$ cat src/rtl/adc_seq_pkg.sv
// Shared types and constants for the conversion sequencer.
package adc_seq_pkg;
    typedef enum logic [1:0] {
        ST_IDLE  = 2'd0,
        ST_PULSE = 2'd1,
        ST_CONV  = 2'd2,
        ST_CAPT  = 2'd3
    } seq_state_t;

    // Results dropped after an unexpected EOC rise.
    localparam int DISCARD_AFTER_FAULT = 2;
endpackage

$ cat src/rtl/adc_eoc_sync.sv
// Brings the asynchronous busy flag into the clock domain through a flop
// chain and provides one-cycle rise and fall strobes of the synchronised level.
// Assumes the flag is held longer than one clock period.
module adc_eoc_sync #(
    parameter int STAGES = 2
) (
    input  logic clk,
    input  logic rst_n,
    input  logic eoc_async,
    output logic eoc_lvl,
    output logic eoc_rise,
    output logic eoc_fall
);
    logic [STAGES-1:0] chain;
    logic              lvl_q;

    // Shift the raw flag through the synchroniser chain.
    always_ff @(posedge clk) begin
        if (!rst_n) begin
            chain <= '0;
        end else begin
            chain[0] <= eoc_async;
            for (int i = 1; i < STAGES; i++) begin
                chain[i] <= chain[i-1];
            end
        end
    end

    // Remember the previous synchronised level for edge detection.
    always_ff @(posedge clk) begin
        if (!rst_n) lvl_q <= 1'b0;
        else        lvl_q <= chain[STAGES-1];
    end

    assign eoc_lvl  = chain[STAGES-1];
    assign eoc_rise = chain[STAGES-1] & ~lvl_q;
    assign eoc_fall = ~chain[STAGES-1] & lvl_q;
endmodule

$ cat src/rtl/adc_pace_timer.sv
// Down-counter that spaces free-running launches. A launch reloads it with
// period-1 and it reports "done" once that many further cycles have passed.
module adc_pace_timer #(
    parameter int PER_W = 12
) (
    input  logic             clk,
    input  logic             rst_n,
    input  logic             reload,
    input  logic [PER_W-1:0] period,
    output logic             done
);
    logic [PER_W-1:0] remain;

    // Reload on launch, otherwise count down and stop at zero.
    always_ff @(posedge clk) begin
        if (!rst_n) begin
            remain <= '0;
        end else if (reload) begin
            remain <= (period == '0) ? '0 : period - 1'b1;
        end else if (remain != '0) begin
            remain <= remain - 1'b1;
        end
    end

    assign done = (remain == '0);
endmodule

$ cat src/rtl/adc_seq_ctrl.sv
// Conversion state machine: launches, shapes the start pulse, follows the
// synchronised busy flag, times the settle delay, enforces the timeout and
// handles unexpected busy edges. Assumes cfg_timeout >= cfg_pulse_w and
// configuration held steady during a conversion.
module adc_seq_ctrl
    import adc_seq_pkg::*;
#(
    parameter int CNT_W = 8,
    parameter int TO_W  = 12
) (
    input  logic             clk,
    input  logic             rst_n,
    input  logic             cfg_free_run,
    input  logic [CNT_W-1:0] cfg_pulse_w,
    input  logic [CNT_W-1:0] cfg_cap_dly,
    input  logic [TO_W-1:0]  cfg_timeout,
    input  logic             trig,
    input  logic             pace_done,
    input  logic             slot_free,
    input  logic             eoc_lvl,
    input  logic             eoc_rise,
    input  logic             eoc_fall,
    output logic             adc_start,
    output logic             launch,
    output logic             cap_now,
    output logic             err_timeout,
    output logic             err_overlap
);
    localparam logic [1:0] DISC_LOAD = 2'(DISCARD_AFTER_FAULT);

    seq_state_t       state;
    logic [CNT_W-1:0] cnt;
    logic [TO_W-1:0]  to_cnt;
    logic             seen_busy;
    logic [1:0]       discard;
    logic             want;

    // Pick the launch source and gate it with every launch condition.
    always_comb begin
        want    = cfg_free_run ? pace_done : trig;
        launch  = want && (state == ST_IDLE) && !eoc_lvl && slot_free;
        cap_now = (state == ST_CAPT) && (cnt == '0) && (discard == '0);
    end

    // Sequence one conversion from launch to capture or timeout.
    always_ff @(posedge clk) begin
        if (!rst_n) begin
            state       <= ST_IDLE;
            adc_start   <= 1'b0;
            cnt         <= '0;
            to_cnt      <= '0;
            seen_busy   <= 1'b0;
            discard     <= '0;
            err_timeout <= 1'b0;
            err_overlap <= 1'b0;
        end else begin
            err_timeout <= 1'b0;
            case (state)
                ST_IDLE: begin
                    if (launch) begin
                        state     <= ST_PULSE;
                        adc_start <= 1'b1;
                        cnt       <= (cfg_pulse_w == '0) ? '0 : cfg_pulse_w - 1'b1;
                        to_cnt    <= cfg_timeout;
                        seen_busy <= 1'b0;
                    end
                end
                ST_PULSE: begin
                    if (eoc_rise) seen_busy <= 1'b1;
                    if (to_cnt != '0) to_cnt <= to_cnt - 1'b1;
                    if (cnt == '0) begin
                        adc_start <= 1'b0;
                        state     <= ST_CONV;
                    end else begin
                        cnt <= cnt - 1'b1;
                    end
                end
                ST_CONV: begin
                    if (eoc_rise) seen_busy <= 1'b1;
                    if (eoc_fall && seen_busy) begin
                        state <= ST_CAPT;
                        cnt   <= cfg_cap_dly;
                    end else if (to_cnt == '0) begin
                        state       <= ST_IDLE;
                        err_timeout <= 1'b1;
                    end else begin
                        to_cnt <= to_cnt - 1'b1;
                    end
                end
                default: begin
                    if (cnt == '0) begin
                        state <= ST_IDLE;
                        if (discard != '0) discard <= discard - 1'b1;
                    end else begin
                        cnt <= cnt - 1'b1;
                    end
                end
            endcase
            // Busy edge the block did not cause: flag and arm the discard.
            if (eoc_rise && (state == ST_IDLE || state == ST_CAPT)) begin
                err_overlap <= 1'b1;
                discard     <= DISC_LOAD;
            end
        end
    end

    // no start edge while a conversion is in flight.
    a_r3_no_start_busy: assert property (@(posedge clk) disable iff (!rst_n)
        (state != ST_IDLE) |=> !$rose(adc_start));

    // a start edge only follows a low synchronised busy flag.
    a_r3_idle_eoc_low: assert property (@(posedge clk) disable iff (!rst_n)
        $rose(adc_start) |-> !$past(eoc_lvl));

    // the overlap flag never clears outside reset.
    a_r11_sticky: assert property (@(posedge clk) disable iff (!rst_n)
        err_overlap |=> err_overlap);
endmodule

$ cat src/rtl/adc_out_hold.sv
// Output register holding one captured word with its index until the
// consumer accepts it. Assumes a capture never arrives while a word is held.
module adc_out_hold #(
    parameter int DATA_W = 12,
    parameter int IDX_W  = 8
) (
    input  logic              clk,
    input  logic              rst_n,
    input  logic              cap,
    input  logic [DATA_W-1:0] din,
    input  logic              ready,
    output logic              valid,
    output logic [DATA_W-1:0] data,
    output logic [IDX_W-1:0]  idx
);
    // Load on capture, release and advance the index on handshake.
    always_ff @(posedge clk) begin
        if (!rst_n) begin
            valid <= 1'b0;
            data  <= '0;
            idx   <= '0;
        end else if (cap) begin
            valid <= 1'b1;
            data  <= din;
        end else if (valid && ready) begin
            valid <= 1'b0;
            idx   <= idx + 1'b1;
        end
    end

    // held word stays put under back-pressure.
    a_r6_hold: assert property (@(posedge clk) disable iff (!rst_n)
        (valid && !ready) |=> (valid && $stable(data) && $stable(idx)));

    // each accepted word advances the index by one.
    a_r7_index_step: assert property (@(posedge clk) disable iff (!rst_n)
        (valid && ready) |=> (idx == $past(idx) + 1'b1));
endmodule

$ cat src/rtl/adc_conv_seq.sv
// Top of the conversion sequencer: synchroniser, pacing timer, state
// machine and output register. Assumes the converter presents settled data
// no later than cfg_cap_dly+3 cycles after its busy flag drops.
module adc_conv_seq #(
    parameter int DATA_W = 12,
    parameter int CNT_W  = 8,
    parameter int PER_W  = 12,
    parameter int TO_W   = 12,
    parameter int IDX_W  = 8,
    parameter int SYNC_N = 2
) (
    input  logic              clk,
    input  logic              rst_n,
    input  logic              cfg_free_run,
    input  logic [PER_W-1:0]  cfg_period,
    input  logic [CNT_W-1:0]  cfg_pulse_w,
    input  logic [CNT_W-1:0]  cfg_cap_dly,
    input  logic [TO_W-1:0]   cfg_timeout,
    input  logic              trig,
    input  logic              adc_eoc,
    input  logic [DATA_W-1:0] adc_data,
    output logic              adc_start,
    output logic              smp_valid,
    input  logic              smp_ready,
    output logic [DATA_W-1:0] smp_data,
    output logic [IDX_W-1:0]  smp_index,
    output logic              err_timeout,
    output logic              err_overlap
);
    logic eoc_lvl, eoc_rise, eoc_fall;
    logic pace_done, launch, cap_now;

    adc_eoc_sync #(.STAGES(SYNC_N)) u_sync (
        .clk       (clk),
        .rst_n     (rst_n),
        .eoc_async (adc_eoc),
        .eoc_lvl   (eoc_lvl),
        .eoc_rise  (eoc_rise),
        .eoc_fall  (eoc_fall)
    );

    adc_pace_timer #(.PER_W(PER_W)) u_pace (
        .clk    (clk),
        .rst_n  (rst_n),
        .reload (launch),
        .period (cfg_period),
        .done   (pace_done)
    );

    adc_seq_ctrl #(.CNT_W(CNT_W), .TO_W(TO_W)) u_ctrl (
        .clk          (clk),
        .rst_n        (rst_n),
        .cfg_free_run (cfg_free_run),
        .cfg_pulse_w  (cfg_pulse_w),
        .cfg_cap_dly  (cfg_cap_dly),
        .cfg_timeout  (cfg_timeout),
        .trig         (trig),
        .pace_done    (pace_done),
        .slot_free    (!smp_valid),
        .eoc_lvl      (eoc_lvl),
        .eoc_rise     (eoc_rise),
        .eoc_fall     (eoc_fall),
        .adc_start    (adc_start),
        .launch       (launch),
        .cap_now      (cap_now),
        .err_timeout  (err_timeout),
        .err_overlap  (err_overlap)
    );

    adc_out_hold #(.DATA_W(DATA_W), .IDX_W(IDX_W)) u_out (
        .clk   (clk),
        .rst_n (rst_n),
        .cap   (cap_now),
        .din   (adc_data),
        .ready (smp_ready),
        .valid (smp_valid),
        .data  (smp_data),
        .idx   (smp_index)
    );

    // a timeout never coincides with a fresh capture.
    a_r10_timeout_excl: assert property (@(posedge clk) disable iff (!rst_n)
        err_timeout |-> !$rose(smp_valid));
endmodule

$ cat config.mk
export PLATFORM = sky130hd
export DESIGN_NAME = adc_conv_seq
export DESIGN_NICKNAME = d
export VERILOG_FILES = /design/src/rtl/adc_seq_pkg.sv /design/src/rtl/adc_eoc_sync.sv /design/src/rtl/adc_pace_timer.sv /design/src/rtl/adc_seq_ctrl.sv /design/src/rtl/adc_out_hold.sv /design/src/rtl/adc_conv_seq.sv
export SDC_FILE = /design/constraint.sdc
export NUM_CORES = 1
export LEC_CHECK = 0
export ABC_AREA = 1
export ABC_CLOCK_PERIOD_IN_PS = 3500
export CORE_MARGIN = 1
export CORE_UTILIZATION = 25
export DETAILED_ROUTE_END_ITERATION = 12
export SLEW_MARGIN = 10
export SYNTH_ARGS = -nofsm -noshare
export SYNTH_HDL_FRONTEND = slang
export SYNTH_HIERARCHICAL = 1
export SYNTH_SLANG_ARGS = --single-unit
$ cat constraint.sdc
create_clock -name clk -period 3.5 [get_ports clk]
set_input_delay 0.525 -clock clk [delete_from_list [all_inputs] [get_ports clk]]
set_output_delay 0.525 -clock clk [all_outputs]
set_load 0.1 [all_outputs]
==> flow_summary.ini, run 1 <==
[timing]
period_share = 0.723
finalSetupViolations = 0
finalSetupTns_ps = 0
worst_slew_pin_slew_ps = 989
grt_setup_unrepaired = no
max_slew_margin = 0.339
max_freq_mhz = 395
period_needed_ps = 2530
clock_skew_ps = 2.45
maxSlewViolCount = 0
hold_viol_final = 0

[run]
drv_cap = 0

[logic_synthesis]
yosysTopAreaCellShare = 0.297
yosysWarnings = 6
syn_area_mm2 = 0.00432
synth.most_common_cell = nand2_1
synth_nets = 788
synth-edff-count = 0
yosysUniqueCellTypes = 34
synth_area_leaders = dfxtp_1 (30%), nand2_1 (16%), nor2_1 (12%), inv_1 (8.3%), nand3_1 (7.1%)
ys_seq_elements = 64
ys.flop_type = dfxtp_1
async_reset_ff_frac = 0
syn_avg_cell_area_um2 = 6.05
seq_area_frac_synth = 0.297
synthTopCellsByCount = nand2_1 (183), nor2_1 (137), inv_1 (96)
synthCells = 714
synth_largest_area_cell = dfxtp_1

[finish]
utilization = 0.337
final_cells = 1020
multi_input_area_mm2 = 0.00259
synthToLayoutAreaGrowth_pct = 30.4
fill_cells = 1827
drive_gt1_frac = 0.0575
ff_latch_area_mm2 = 0.00128
final_cell_area_mm2 = 0.00563
finalNetCount = 870
antennaDiodeCount = 0

[critical_path]
path_cells = inv_1, ha_1, inv_1, nor3_1, nand2_1, inv_1, nand2_1, o21ai_0, nand2_1, inv_1, inv_1, nor2_2, nand2_1, nor2_1, nor2_1, nor2_1
cpMaxStageDelayCell = nor2_2
cpMostUsedCell = inv_1
critPathArrivalTime_ps = 2800
reg2reg_slack_ps = 970
path_max_fanout = 15
worstPathRequired_ps = 3770
critPathMaxStageDelay_ps = 500
start_kind = flip-flop
crit_path_end_kind = flip-flop
critPathKind = reg -> reg

[drt]
drt_pass1_iterations = 4
avgViaCountPerCell = 4.31
wl_um = 11100
num_vias = 4392
drt_iter0_drc = 245
drcViolationCount = 0
wire_per_inst_um = 10.9
drtAntennaViolNets = 0

[global_route]
grt_pass1_wl_um = 19200
grt_pass1_vias = 4123
antenna_found_initial = 0
overflow = 0
groute.usage.overall = 0.132
grt_max_degree = 19

[clocking]
clk_path_buf_depth = 2
cts_tree = built
cts_root_buffer = clkbuf_16
htree_levels = 3
cts_inserted_buffers = 9
cts_hold_buffers = 0
cts_setup_buffers = 0
path_clk_slew_ps = 50
clock_sinks = 64
worstSkewPairLatency_ps = 330
ctsResizeCount = 0

[hold_path]
min_path_type = reg -> reg

[floorplanning]
die_w_um = 133
rows = 47
die_y_um = 133
ioPinCount = 82
die_area_mm2 = 0.0178
start_util = 0.259
core-area_mm2 = 0.0167

[power_and_ir_drop]
p_leak_nw = 2.56
p_per_area_mw_per_mm2 = 683
irDropWorstVdd_uv = 289

[placement]
place.gp.congestion = 0.858
dp_hpwl_um = 8220
place_inst = 1005
placed_cell_area_mm2 = 0.00536
portBuffers = 81

[status]
status = finished, final reports clean
==> power breakdown <==
group | internal (mW) | switching [mW] | total [mW]
Combinational | 0.690 | 1.30 | 1.99
Clock | 0.515 | 0.306 | 0.821
Sequential | 0.894 | 0.139 | 1.03
==> cell type report <==
cell class	count	area share
Clock buffer	15	0.0476
Multi-Input combinational cell	536	0.460
Timing Repair Buffer	85	0.149
Tap cell	220	0.0489
Inverter	100	0.0667
Sequential cell	64	0.228
==> path summary, 6_finish.rpt <==
path / from / to / depth (start not counted)
setup / recovery: u_pace/remain[0] / u_pace/remain[5] / 16
hold / removal: u_sync/chain[0] / u_sync/chain[1] / 2
setup reg to reg: u_pace/remain[0] / u_pace/remain[5] / 16
hold reg to reg: u_sync/chain[0] / u_sync/chain[1] / 2
==> routing by layer <==
layer | GRT usage | vias up | share of wire
li1 | - | 2395 | -
met1 | 0.173 | 1906 | 0.50
met2 | 0.206 | 86 | 0.43
met3 | 0.0498 | 5 | 0.059
met4 | 0.0284 | 0 | 0.0036
met5 | 0 | - | 0
==> registers in the layout, indices dropped and copies added, names as in the netlist, 2 cells and up <==
| name | cells |
|---|---|
| u_out/data | 12 |
| u_pace/remain | 12 |
| u_ctrl/discard | 2 |
| u_sync/chain | 2 |
| u_ctrl/to_cnt | 12 |
| u_ctrl/cnt | 8 |
| u_out/idx | 8 |
| u_ctrl/state | 2 |
==> cell families (layout without fill, tap and decap cells) <==
family	count (synthesis)	after routing	synth area share
AND/OR/NAND/NOR	421	421	0.417
adder cells (fa/ha/maj)	16	16	0.0464
buffers and inverters	114	200	0.105
flip-flops	64	64	0.297
AO/OA/AOI/OAI	92	92	0.121
XOR/XNOR	7	7	0.0142
==> worst max-delay path, delay by kind of cell, from the launching register on <==
family,cells,cell delay [ps]
AO/OA/AOI/OAI,1,120
buffers and inverters,5,590
flip-flops,1,300
AND/OR/NAND/NOR,9,1260
adder cells (fa/ha/maj),1,200
==> through the flow <==
stage,setup slack (ps),hold WS (ps),power [mW]
2_1_floorplan,1410,390,2.59
3_3_place_gp,940,395,3.03
3_5_place_dp,899,407,3.04
4_1_cts,972,420,3.89
5_1_grt,656,427,4.26
6_report,970,415,3.84
==> cells in the final DEF (no fill, tap or decap) <==
cell / n
a21boi_0: 2
a21oi_1: 23
a31oi_1: 2
and2_1: 1
and3_1: 1
buf_4: 4
clkbuf_1: 4
clkbuf_16: 9
clkbuf_8: 2
clkdlybuf4s50_1: 81
clkinv_1: 1
dfxtp_1: 64
ha_1: 16
inv_1: 96
inv_2: 3
nand2_1: 183
nand2_2: 4
nand3_1: 61
nand3_2: 6
nand3_4: 1
nand3b_1: 1
nand4_1: 6
nor2_1: 137
nor2_2: 13
nor2_4: 2
nor2b_1: 1
nor3_1: 2
nor4_1: 1
nor4_2: 1
o211ai_1: 2
o21a_1: 6
o21ai_0: 45
o21bai_1: 11
o21bai_2: 1
xor2_1: 7
Note: power is estimated with default switching activity, not from simulation.
==> run 2: changes to the inputs <==
--- a/config.mk
+++ b/config.mk
@@ -6,7 +6,7 @@
 export NUM_CORES = 1
 export LEC_CHECK = 0
 export ABC_AREA = 1
-export ABC_CLOCK_PERIOD_IN_PS = 3500
+export ABC_CLOCK_PERIOD_IN_PS = 2300
 export CORE_MARGIN = 1
 export CORE_UTILIZATION = 25
 export DETAILED_ROUTE_END_ITERATION = 12
==> constraint.sdc (replaced) <==
create_clock -name clk -period 2.3 [get_ports clk]
set_input_delay 0.345 -clock clk [delete_from_list [all_inputs] [get_ports clk]]
set_output_delay 0.345 -clock clk [all_outputs]
set_load 0.1 [all_outputs]
==> run 2 against run 1 <==
Global-route usage shrank 0.23 points. Largest power group unchanged. Flip-flop and latch count is the same. Register-to-register slack lost 730 ps. Critical endpoint is now u_pace/remain[7]. Die area stayed put. Via count rose by 2.0%. Total power is 60% higher. Sequential share of layout area is 0.35 points lower. Design area increased by 1.6%.
==> flow_summary.ini, run 2 (synthesized netlist as in run 1, its figures left out) <==
[drt]
num_vias = 4482
drtAntennaViolNets = 0
avgViaCountPerCell = 4.34
drcViolationCount = 0
wl_um = 11300
wire_per_inst_um = 11.0
drt_iter0_drc = 261
drt_pass1_iterations = 5

[critical_path]
worstPathRequired_ps = 2530
critPathKind = reg -> reg
critPathArrivalTime_ps = 2290
crit_buf_inv = 6
critPathMaxStageDelay_ps = 320
crit_path_end_kind = flip-flop
cpMaxStageDelayCell = dfxtp_1
path_cells = inv_1, ha_1, inv_1, nor3_2, nand2_1, inv_1, nand2_1, o21ai_0, nand2_1, inv_1, inv_2, buf_4, nand4_1, nand2_1, nor2_2
start_kind = flip-flop
path_max_fanout = 12
crit_family = simple AND/OR/NAND/NOR gates

[finish]
synthToLayoutAreaGrowth_pct = 32.4
ff_latch_area_mm2 = 0.00128
finalNetCount = 881
multi_input_area_mm2 = 0.00261
layout_common_cells = nand2_1 (183), nor2_1 (135), inv_1 (95), dfxtp_1 (64), nand3_1 (61)
drive_gt1_frac = 0.108
biggestRegsByFlops = u_ctrl/to_cnt x12, u_out/data x12, u_pace/remain x12
antennaDiodeCount = 0
mostFrequentLayoutCell = nand2_1
final_cell_area_mm2 = 0.00572
fill_cells = 1861

[power_and_ir_drop]
swShare = 0.446
p_leak_nw = 2.69
irDropWorstVdd_uv = 348
p_clk_frac = 0.226
combPwrFrac = 0.519
p_int_mw = 3.41
p_per_area_mw_per_mm2 = 1080
seqPwrFrac = 0.255
power.switching_mw = 2.74

[timing]
worst_slew_pin_slew_ps = 525
maxSlewViolCount = 0
grt_setup_unrepaired = no
clock_skew_ps = 2.58
hold_viol_final = 0
setup_ws_ps = 237
period_needed_ps = 2060
finalSetupTns_ps = 0
period_share = 0.897
max_freq_mhz = 485
finalHoldWorstSlack_ps = 410
finalSetupViolations = 0
max_slew_margin = 0.649

[floorplanning]
die_y_um = 133
rows = 47
die_w_um = 133
ioPinCount = 82
core-area_mm2 = 0.0167
die_area_mm2 = 0.0178
start_util = 0.259

[status]
status = finished, final reports clean

[global_route]
grt_pass1_wl_um = 18800
overflow = 0
grt_max_degree = 24
antenna_found_initial = 0
groute.usage.overall = 0.130
grt_pass1_vias = 4093

[placement]
dp_hpwl_um = 8370
portBuffers = 81
dp_slack_ps = 114
placed_cell_area_mm2 = 0.00537
place.gp.congestion = 0.867

[clocking]
cts_root_buffer = clkbuf_16
cts_inserted_buffers = 9
path_clk_slew_ps = 50
htree_levels = 3
worstSkewPairLatency_ps = 330
cts_tree = built
clk_path_buf_depth = 2
clock_sinks = 64

[run]
drv_cap = 0

[hold_path]
min_path_type = reg -> reg
run 2: final cells by class:
type / instances / area share
clock buffer: 13 / 0.0455
multi-input combinational: 536 / 0.456
tap: 220 / 0.0482
inverter: 100 / 0.0657
sequential: 64 / 0.224
timing repair buffer: 96 / 0.153
clock inverter: 3 / 0.00700
run 2: worst reg2reg max path: cells and delay by family, from the launching register on:
family	cells	cell delay (ps)
simple gates	7	740
buf+inv	6	640
flops	1	320
fa+ha+maj	1	220
compound gates	1	70
run 2: repair_timing:
item                                    4_1_cts  5_1_grt
endpoints found under the setup margin        0       30
gates resized for setup                       0        6
hold buffers                                  0        0
buffers inserted                              0        2
run 2: path summary, 6_finish.rpt:
path / start / slack [ps] / to / depth (start not counted)
worst min-delay path: u_sync/chain[0] / 410 / u_sync/chain[1] / 2
worst max-delay path: u_pace/remain[0] / 240 / u_pace/remain[7] / 15
worst max register to register: u_pace/remain[0] / 240 / u_pace/remain[7] / 15
worst min register to register: u_sync/chain[0] / 410 / u_sync/chain[1] / 2
run 2: per-stage QoR:
stage	power, mW	std cells	util
2_1_floorplan	3.93	714	-
3_3_place_gp	4.69	1014	0.321
3_5_place_dp	4.69	1014	0.321
4_1_cts	6.12	1030	0.339
5_1_grt	6.71	1032	0.342
6_report	6.15	1032	0.342
run 2: per-layer routing:
metal | routed length (um) | track usage
met1 | 5500 | 0.167
met2 | 4930 | 0.205
met3 | 688 | 0.0346
met4 | 184 | 0.0543
met5 | 0 | 0
run 2: power by group through the flow:
stage	Clock [mW]	Sequential, mW	Combinational (mW)
floorplan	0	1.66	2.27
global placement	0	1.58	3.11
detailed placement	0	1.58	3.11
CTS	1.44	1.56	3.12
global route	1.49	1.60	3.62
finish	1.39	1.57	3.19
==> run 3: changes to the inputs <==
--- a/config.mk
+++ b/config.mk
@@ -6,9 +6,10 @@
 export NUM_CORES = 1
 export LEC_CHECK = 0
 export ABC_AREA = 1
-export ABC_CLOCK_PERIOD_IN_PS = 2300
+export ABC_CLOCK_PERIOD_IN_PS = 2400
 export CORE_MARGIN = 1
 export CORE_UTILIZATION = 25
+export CTS_CLUSTER_DIAMETER = 150
 export DETAILED_ROUTE_END_ITERATION = 12
 export SLEW_MARGIN = 10
 export SYNTH_ARGS = -nofsm -noshare
==> constraint.sdc (replaced) <==
create_clock -name clk -period 2.4 [get_ports clk]
set_input_delay 0.36 -clock clk [delete_from_list [all_inputs] [get_ports clk]]
set_output_delay 0.36 -clock clk [all_outputs]
set_load 0.1 [all_outputs]
==> run 3 against run 2 <==
Maximum frequency shrank 0.36%. Worst hold slack improved by 0.76 ps. Register-to-register slack improved by 90 ps. Critical path depth unchanged. Critical endpoint unchanged.
==> flow_summary.ini, run 3 (synthesized netlist as in run 1, its figures left out) <==
[drt]
drcViolationCount = 0
wire_per_inst_um = 11.0
drt_pass1_iterations = 4
drt_iter0_drc = 188
wl_um = 11300
drtAntennaViolNets = 0
avgViaCountPerCell = 4.36
num_vias = 4482

[finish]
antennaDiodeCount = 0
synthToLayoutAreaGrowth_pct = 31.0
final_cell_area_mm2 = 0.00566
layout_common_cells = nand2_1 (183), nor2_1 (136), inv_1 (95), dfxtp_1 (64), nand3_1 (61)
biggestRegsByFlops = u_ctrl/to_cnt x12, u_out/data x12, u_pace/remain x12
mostFrequentLayoutCell = nand2_1
finalNetCount = 877
drive_gt1_frac = 0.102
fill_cells = 1876
final_cells = 1027

[clocking]
cts_tree = built
cts_inserted_buffers = 9
clock_sinks = 64
htree_levels = 3
clk_path_buf_depth = 2
cts_setup_buffers = 0
worstSkewPairLatency_ps = 340
cts_root_buffer = clkbuf_16
path_clk_slew_ps = 50

[timing]
max_freq_mhz = 483
clock_skew_ps = 5.41
max_slew_margin = 0.697
finalSetupTns_ps = 0
worst_slew_pin_slew_ps = 453
maxSlewViolCount = 0
setup_ws_ps = 330
period_share = 0.863
finalSetupViolations = 0
grt_setup_unrepaired = no
period_needed_ps = 2070
hold_viol_final = 0

[floorplanning]
die_w_um = 133
rows = 47
die_area_mm2 = 0.0178
start_util = 0.259
ioPinCount = 82
die_y_um = 133
core-area_mm2 = 0.0167

[power_and_ir_drop]
p_per_area_mw_per_mm2 = 1020
p_clk_frac = 0.226
p_int_mw = 3.18
p_leak_nw = 2.66
seqPwrFrac = 0.260
power.switching_mw = 2.59
irDropWorstVdd_uv = 382
total_power_mw = 5.77
swShare = 0.449
combPwrFrac = 0.514

[global_route]
groute.usage.overall = 0.136
grt_pass1_wl_um = 19500
overflow = 0
antenna_found_initial = 0
grt_pass1_vias = 4133
grt_max_degree = 24

[placement]
portBuffers = 81
place.gp.congestion = 0.867
placed_cell_area_mm2 = 0.00535
dp_slack_ps = 143
place_inst = 1012
dp_hpwl_um = 8390

[critical_path]
critPathKind = reg -> reg
crit_path_end_kind = flip-flop
critPathArrivalTime_ps = 2300
cpMaxStageDelayCell = dfxtp_1
path_max_fanout = 9
start_kind = flip-flop
path_cells = inv_1, ha_1, inv_1, nor3_1, nand2_1, inv_1, nand2_1, o21ai_0, nand2_1, inv_1, inv_2, buf_4, nand4_1, nand2_1, nor2_2
critPathMaxStageDelay_ps = 320
worstPathRequired_ps = 2630

[status]
status = finished, final reports clean

[hold_path]
min_path_type = reg -> reg

[run]
drv_cap = 0
==> run 3: layout make-up <==
type	instances	area (um2)	share of cell area
clock buffer	11	243	0.0429
clock inverter	4	45.0	0.00796
timing repair buffer	92	833	0.147
tap	220	275	0.0487
inverter	100	375	0.0664
multi-input combinational	536	2600	0.460
sequential	64	1280	0.226
==> run 3: path summary, 6_finish.rpt <==
check | from | cells after the start | slack (ps) | end
max | u_pace/remain[0] | 15 | 330 | u_pace/remain[7]
min | u_sync/chain[0] | 2 | 410 | u_sync/chain[1]
max reg2reg | u_pace/remain[0] | 15 | 330 | u_pace/remain[7]
min reg2reg | u_sync/chain[0] | 2 | 410 | u_sync/chain[1]
==> run 3: worst max-delay path: cells and delay by family, from the launching register on <==
family,cells,cell delay [ps]
AO/OA/AOI/OAI,1,70
adder cells (fa/ha/maj),1,220
buffers and inverters,6,610
flip-flops,1,320
AND/OR/NAND/NOR,7,740
==> run 3: layer usage <==
layer / part of all wire / wire, um / global-route usage
met2: 0.44 / 4970 / 0.209
met5: 0 / 0 / 0
met3: 0.054 / 608 / 0.0361
met1: 0.49 / 5530 / 0.179
met4: 0.019 / 217 / 0.0549
==> run 3: stage by stage <==
step / hold slack (ps) / utilization
after floorplan: 390 / -
after global placement: 396 / 0.321
after detailed placement: 400 / 0.321
after CTS: 413 / 0.338
after global routing: 447 / 0.339
final: 410 / 0.339
==> run 3: repair_timing <==
| action | CTS | global route |
|---|---|---|
| resized for setup | 0 | 4 |
| hold buffers | 0 | 0 |
| endpoints found under the setup margin | 0 | 14 |
| endpoints found under the hold margin | 0 | 0 |
==> run 3: power by group through the flow <==
| stage | registers [mW] | logic (mW) | clock network [mW] |
|---|---|---|---|
| floorplan | 1.59 | 2.18 | 0 |
| detailed placement | 1.52 | 2.95 | 0 |
| global route | 1.53 | 3.44 | 1.40 |
| CTS | 1.50 | 2.97 | 1.35 |
| global placement | 1.52 | 2.96 | 0 |
| finish | 1.50 | 2.97 | 1.31 |
